<file path="config.mk">
export PLATFORM = sky130hd
export DESIGN_NAME = ea_gen
export DESIGN_NICKNAME = d
export VERILOG_FILES = /design/src/rtl/ea_pkg.sv /design/src/rtl/ea_arith.sv /design/src/rtl/ea_ctrl.sv /design/src/rtl/ea_gen.sv
export SDC_FILE = /design/constraint.sdc
export NUM_CORES = 1
export LEC_CHECK = 0
export BUFFER_PORTS_ARGS = -buffer_cell sky130_fd_sc_hd__buf_2
export CAP_MARGIN = 20
export CORE_MARGIN = 10
export CORE_UTILIZATION = 30
export CTS_BUF_LIST = sky130_fd_sc_hd__clkbuf_8
export DETAILED_ROUTE_END_ITERATION = 8
export PLACE_DENSITY_LB_ADDON = 0.15
export SETUP_SLACK_MARGIN = 0.02
export SYNTH_ARGS = -nofsm -noshare
export SYNTH_HDL_FRONTEND = slang
export SYNTH_SLANG_ARGS = --single-unit
</file>
<file path="constraint.sdc">
create_clock -name clk -period 1.7 [get_ports clk]
set_input_delay 0.34 -clock clk [delete_from_list [all_inputs] [get_ports clk]]
set_output_delay 0.34 -clock clk [all_outputs]
set_load 0.02 [all_outputs]
</file>
<file path="src/rtl/ea_pkg.sv">
package ea_pkg;

    typedef enum logic [2:0] {
        AM_DIRECT   = 3'd0,
        AM_INDIRECT = 3'd1,
        AM_REG      = 3'd2,
        AM_REGIND   = 3'd3,
        AM_STACK    = 3'd4,
        AM_REL      = 3'd5,
        AM_BASE     = 3'd6,
        AM_BAD      = 3'd7
    } am_e;

    typedef enum logic {
        ST_IDLE  = 1'b0,
        ST_FETCH = 1'b1
    } st_e;

endpackage

</file>
<file path="src/rtl/ea_arith.sv">
module ea_arith
    import ea_pkg::*;
#(
    parameter int ADDR_W = 16,
    parameter int DISP_W = 12
) (
    input  am_e               mode,
    input  logic [DISP_W-1:0] field,
    input  logic [ADDR_W-1:0] reg_val,
    input  logic [ADDR_W-1:0] pc,
    input  logic [ADDR_W-1:0] sp,
    input  logic [ADDR_W-1:0] base_reg,
    output logic [ADDR_W-1:0] addr,
    output logic              is_reg,
    output logic              illegal,
    output logic              need_mem
);

    localparam int EXT_W = ADDR_W - DISP_W;

    logic [ADDR_W-1:0] field_sx;
    logic [ADDR_W-1:0] field_zx;
    logic [ADDR_W-1:0] rel_sum;
    logic [ADDR_W-1:0] base_sum;

    generate
        if (DISP_W < ADDR_W) begin : g_widen
            assign field_sx = {{EXT_W{field[DISP_W-1]}}, field};
            assign field_zx = {{EXT_W{1'b0}}, field};
        end else begin : g_narrow
            assign field_sx = field[ADDR_W-1:0];
            assign field_zx = field[ADDR_W-1:0];
        end
    endgenerate

    // Carry beyond ADDR_W is discarded by the result width.
    assign rel_sum  = pc + field_sx;
    assign base_sum = base_reg + field_sx;

    always_comb begin
        addr     = '0;
        is_reg   = 1'b0;
        illegal  = 1'b0;
        need_mem = 1'b0;
        unique case (mode)
            AM_DIRECT:   addr = field_zx;
            AM_INDIRECT: begin
                addr     = field_zx;
                need_mem = 1'b1;
            end
            AM_REG: begin
                addr   = reg_val;
                is_reg = 1'b1;
            end
            AM_REGIND:   addr = reg_val;
            AM_STACK:    addr = sp;
            AM_REL:      addr = rel_sum;
            AM_BASE:     addr = base_sum;
            default:     illegal = 1'b1;
        endcase
    end

endmodule

</file>
<file path="src/rtl/ea_ctrl.sv">
module ea_ctrl
    import ea_pkg::*;
#(
    parameter int ADDR_W = 16
) (
    input  logic              clk,
    input  logic              rst_n,
    input  logic              start,
    input  logic [ADDR_W-1:0] calc_addr,
    input  logic              calc_is_reg,
    input  logic              calc_illegal,
    input  logic              calc_need_mem,
    input  logic              mem_valid,
    input  logic [ADDR_W-1:0] mem_rdata,
    output logic              mem_req,
    output logic [ADDR_W-1:0] mem_addr,
    output logic              done,
    output logic [ADDR_W-1:0] ea,
    output logic              is_reg,
    output logic              illegal
);

    typedef struct packed {
        st_e               st;
        logic              req;
        logic [ADDR_W-1:0] maddr;
        logic              done;
        logic [ADDR_W-1:0] ea;
        logic              is_reg;
        logic              ill;
    } regs_t;

    localparam regs_t RESET_V = '{st: ST_IDLE, req: 1'b0, maddr: '0,
                                  done: 1'b0, ea: '0, is_reg: 1'b0, ill: 1'b0};

    regs_t r_d, r_q;

    always_comb begin
        r_d      = r_q;
        r_d.done = 1'b0;
        unique case (r_q.st)
            ST_IDLE: begin
                if (start) begin
                    if (calc_need_mem) begin
                        r_d.st    = ST_FETCH;
                        r_d.req   = 1'b1;
                        r_d.maddr = calc_addr;
                    end else begin
                        r_d.done   = 1'b1;
                        r_d.ea     = calc_addr;
                        r_d.is_reg = calc_is_reg;
                        r_d.ill    = calc_illegal;
                    end
                end
            end
            ST_FETCH: begin
                if (mem_valid) begin
                    r_d.st     = ST_IDLE;
                    r_d.req    = 1'b0;
                    r_d.done   = 1'b1;
                    r_d.ea     = mem_rdata;
                    r_d.is_reg = 1'b0;
                    r_d.ill    = 1'b0;
                end
            end
            default: r_d = RESET_V;
        endcase
    end

    always_ff @(posedge clk or negedge rst_n) begin
        if (!rst_n) r_q <= RESET_V;
        else        r_q <= r_d;
    end

    assign mem_req  = r_q.req;
    assign mem_addr = r_q.maddr;
    assign done     = r_q.done;
    assign ea       = r_q.ea;
    assign is_reg   = r_q.is_reg;
    assign illegal  = r_q.ill;

    // request held, address stable, until accepted
    a_r2_req_held: assert property (@(posedge clk) disable iff (!rst_n)
        mem_req && !mem_valid |=> mem_req && $stable(mem_addr));
    // completion follows acceptance by one cycle
    a_r2_done_after_valid: assert property (@(posedge clk) disable iff (!rst_n)
        mem_req && mem_valid |=> done && !mem_req && ea == $past(mem_rdata));
    // no completion while a read is pending
    a_r10_no_done_busy: assert property (@(posedge clk) disable iff (!rst_n)
        mem_req |-> !done);
    // arithmetic modes finish on the next cycle
    a_r9_done_next: assert property (@(posedge clk) disable iff (!rst_n)
        start && !mem_req && !calc_need_mem |=> done);
    // illegal flag only appears with a completion
    a_r8_ill_on_done: assert property (@(posedge clk) disable iff (!rst_n)
        $rose(illegal) |-> done);
    // results hold between completions
    a_r13_hold: assert property (@(posedge clk) disable iff (!rst_n)
        !done |-> $stable(ea) && $stable(is_reg) && $stable(illegal));

endmodule

</file>
<file path="src/rtl/ea_gen.sv">
module ea_gen
    import ea_pkg::*;
#(
    parameter int ADDR_W = 16,
    parameter int DISP_W = 12
) (
    input  logic              clk,
    input  logic              rst_n,
    input  logic              start,
    input  logic [2:0]        mode,
    input  logic [DISP_W-1:0] field,
    input  logic [ADDR_W-1:0] reg_val,
    input  logic [ADDR_W-1:0] pc,
    input  logic [ADDR_W-1:0] sp,
    input  logic [ADDR_W-1:0] base_reg,
    output logic              mem_req,
    output logic [ADDR_W-1:0] mem_addr,
    input  logic              mem_valid,
    input  logic [ADDR_W-1:0] mem_rdata,
    output logic              done,
    output logic [ADDR_W-1:0] ea,
    output logic              is_reg,
    output logic              illegal
);

    logic [ADDR_W-1:0] calc_addr;
    logic              calc_is_reg;
    logic              calc_illegal;
    logic              calc_need_mem;

    ea_arith #(.ADDR_W(ADDR_W), .DISP_W(DISP_W)) u_arith (
        .mode     (am_e'(mode)),
        .field    (field),
        .reg_val  (reg_val),
        .pc       (pc),
        .sp       (sp),
        .base_reg (base_reg),
        .addr     (calc_addr),
        .is_reg   (calc_is_reg),
        .illegal  (calc_illegal),
        .need_mem (calc_need_mem)
    );

    ea_ctrl #(.ADDR_W(ADDR_W)) u_ctrl (
        .clk           (clk),
        .rst_n         (rst_n),
        .start         (start),
        .calc_addr     (calc_addr),
        .calc_is_reg   (calc_is_reg),
        .calc_illegal  (calc_illegal),
        .calc_need_mem (calc_need_mem),
        .mem_valid     (mem_valid),
        .mem_rdata     (mem_rdata),
        .mem_req       (mem_req),
        .mem_addr      (mem_addr),
        .done          (done),
        .ea            (ea),
        .is_reg        (is_reg),
        .illegal       (illegal)
    );

    // register and illegal results never coincide
    a_r3_reg_not_ill: assert property (@(posedge clk) disable iff (!rst_n)
        done && is_reg |-> !illegal && !mem_req);

endmodule

</file>
==> results_dict.tcl <==
set metrics [dict create \
    ant_nets 0 \
    grt_util_all_layers_pct 14.0 \
    crit_type "in2reg" \
    synth-async-reset-ratio_pct 100 \
    setup_viol 21 \
    tightest_slew_ns 0.529 \
    clockRootBuffer "clkbuf_8" \
    crit_slowest_cell "or3b_4" \
    crit_path_start "mode[0]" \
    grt_pass1_vias 3277 \
    antenna_found_initial 1 \
    syn_inst 363 \
    syn2layout_area_growth_pct 53.1 \
    grt_overflow_total 0 \
    die-area_um2 15100 \
    io_buffers 134 \
    r2r-start "u_ctrl.r_q[36]" \
    drc 0 \
    die_width_um 123 \
    slew_viol_final 0 \
    min-delay-path-class "in2async" \
    leakage_nw 2.40 \
    end_kind "flip-flop" \
    drv_cap 0 \
    fin_crit_ns 2.41 \
    synth_area_leaders "dfrtp_1, buf_4, ha_1" \
    synth_cell_types 59 \
    viasPerCell 4.73 \
    gp_congestion 0.835 \
    fin_nets 661 \
    numCtsBuffers 5 \
    dpl.hpwl_um 9350 \
    finalWorstSetupSlack_ns -0.712 \
    startpoint_type "input port" \
    status "finished, violations left" \
    dr.pass1.iters 4 \
    critPathMostFrequentCell "nor2b_4" \
    cts_tree "done" \
    synth_edf_count 0 \
    initial_core_util_pct 30.7 \
    vias 3232 \
    insertion_delay_ns 0.28 \
    final_cell_mix "buf_2, buf_4, dfrtp_1, nand2_1, nor2_1" \
    timing.fmax_mhz 415 \
    violations "negative setup slack" \
    wirelength_um 11200 \
    required_ns 1.87 \
    crit_chain "buf_8 > nor2b_4 > nand2_4 > buf_4 > mux2_4 > inv_1 > fa_2 > nor2b_4 > o21ai_2 > or3b_4 > a32oi_2 > a211oi_2 > a221o_1" \
    num_rows 37 \
    yosys_warnings 0 \
    cp_data_arrival_time_ns 2.58 \
    cts.path.max_buffers 2 \
    final_common_cell "buf_2" \
    cpLargestDelayFamily "compound AO/OA/AOI/OAI gates" \
    synth.top_cell.area_share_pct 29.2 \
    syn_area_um2 3170 \
    hold_viol 0 \
    drt-wirelength-per-cell_um 16.4 \
    grt_pass1_wl_um 17100 \
    ioPinCount 135 \
    power_density_nw_per_um2 712 \
    synth.largest_area_cell "dfrtp_1" \
    core_area_um2 10300 \
    cts.sinks 37 \
    grt_max_degree 38 \
    avgSynthCellArea_um2 8.72 \
    die_y_um 123 \
    synth-seq-area-share_pct 29.2 \
    rsz0062_at_grt "true" \
    vdd_drop_max_uv 346 \
    max_stage_delay_ns 0.38 \
    synth.net_count 479 \
    ys_seq_elements 37 \
    final_util_pct 47.0 \
    layout-drive-gt1-share_pct 56.0 \
    cts_hold_buffers 0 \
    path_max_fanout 6 \
    fin_worst_skew_ns 0.00400 \
    clk_pin_slew_ns 0.07 \
    relSlewSlack_pct 64.6 \
    synthFlopType "dfrtp_1" \
    period_share_pct 142 \
    fin_hold_ws_ns 0.0967 \
    cts_htree_levels 2 \
    path_buf_inv 3 \
    fillers 1007 \
    dr.first_iter.drc_count 116 \
]
## report_power, final
group          leakage, nW  switching, mW  internal [mW]
clock               0.0491          0.290          0.278
sequential           0.473         0.0918           1.04
combinational         1.88          0.923          0.827
## metal layers
| layer | GRT usage, % | routed length, µm | vias up |
|---|---|---|---|
| li1 | - | - | 1657 |
| met1 | 18.6 | 5080 | 1486 |
| met2 | 23.1 | 5320 | 85 |
| met3 | 2.62 | 697 | 4 |
| met4 | 3.09 | 91 | 0 |
| met5 | 0 | 0 | - |
## cells in the mapped netlist (8+ instances only)
| library cell | count |
|---|---|
| a21oi_1 | 17 |
| a22oi_1 | 8 |
| a31oi_1 | 8 |
| buf_2 | 8 |
| buf_4 | 34 |
| clkbuf_1 | 8 |
| dfrtp_1 | 37 |
| ha_1 | 16 |
| inv_1 | 11 |
| mux2_2 | 16 |
| mux2i_1 | 15 |
| nand2_1 | 31 |
| nand3_1 | 11 |
| nor2_1 | 21 |
| o21ai_0 | 34 |
## kinds of logic (layout without fill, tap and decap cells)
group / Yosys count / in the layout / synth area share, %
other cells: 0 / 1 / 0
fa+ha+maj: 17 / 17 / 6.95
compound gates: 110 / 110 / 23.8
flops: 37 / 37 / 29.2
mux: 31 / 31 / 10.4
xor+xnor: 10 / 10 / 3.00
buf+inv: 63 / 246 / 11.8
simple gates: 95 / 95 / 14.7
## final cells by class
type	count	area (µm²)	share of cell area, %
inverters	11	41.3	0.852
repair buffers	227	1420	29.3
flip-flops and latches	37	926	19.1
well taps	136	170	3.51
clock buffers	5	68.8	1.42
clock inverters	3	13.8	0.284
diodes	1	2.50	0.0516
multi-input cells	263	2200	45.5
## what timing repair did
item,in CTS,in global routing
pin swaps,23,23
buffers inserted,7,7
gates resized for setup,45,22
endpoints found under the setup margin,21,22
## metrics by stage
step	instance area, µm²	setup WS [ns]	cells	total power, mW	TNS [ns]
3_3_place_gp	4350	-1.10	662	2.69	-18.75
3_5_place_dp	4350	-1.18	662	2.71	-19.81
4_1_cts	4710	-0.664	676	3.43	-10.46
2_1_floorplan	3240	-0.864	363	2.19	-13.06
6_report	4850	-0.712	683	3.45	-10.69
5_1_grt	4850	-0.804	683	3.69	-12.63
## worst paths after layout
path                                       end  slack (ns)  cells past startpoint
min in group clk                u_ctrl.r_q[36]        0.29                      2
hold / removal             u_ctrl.mem_addr[15]         0.1                      2
setup reg to reg                  u_ctrl.ea[7]        0.15                      6
max in group asynchronous  u_ctrl.mem_addr[10]        1.28                      2
setup / recovery                  u_ctrl.ea[4]       -0.71                     13
hold reg to reg                 u_ctrl.mem_req        0.47                      2
Power figures use the tool's default switching activity.
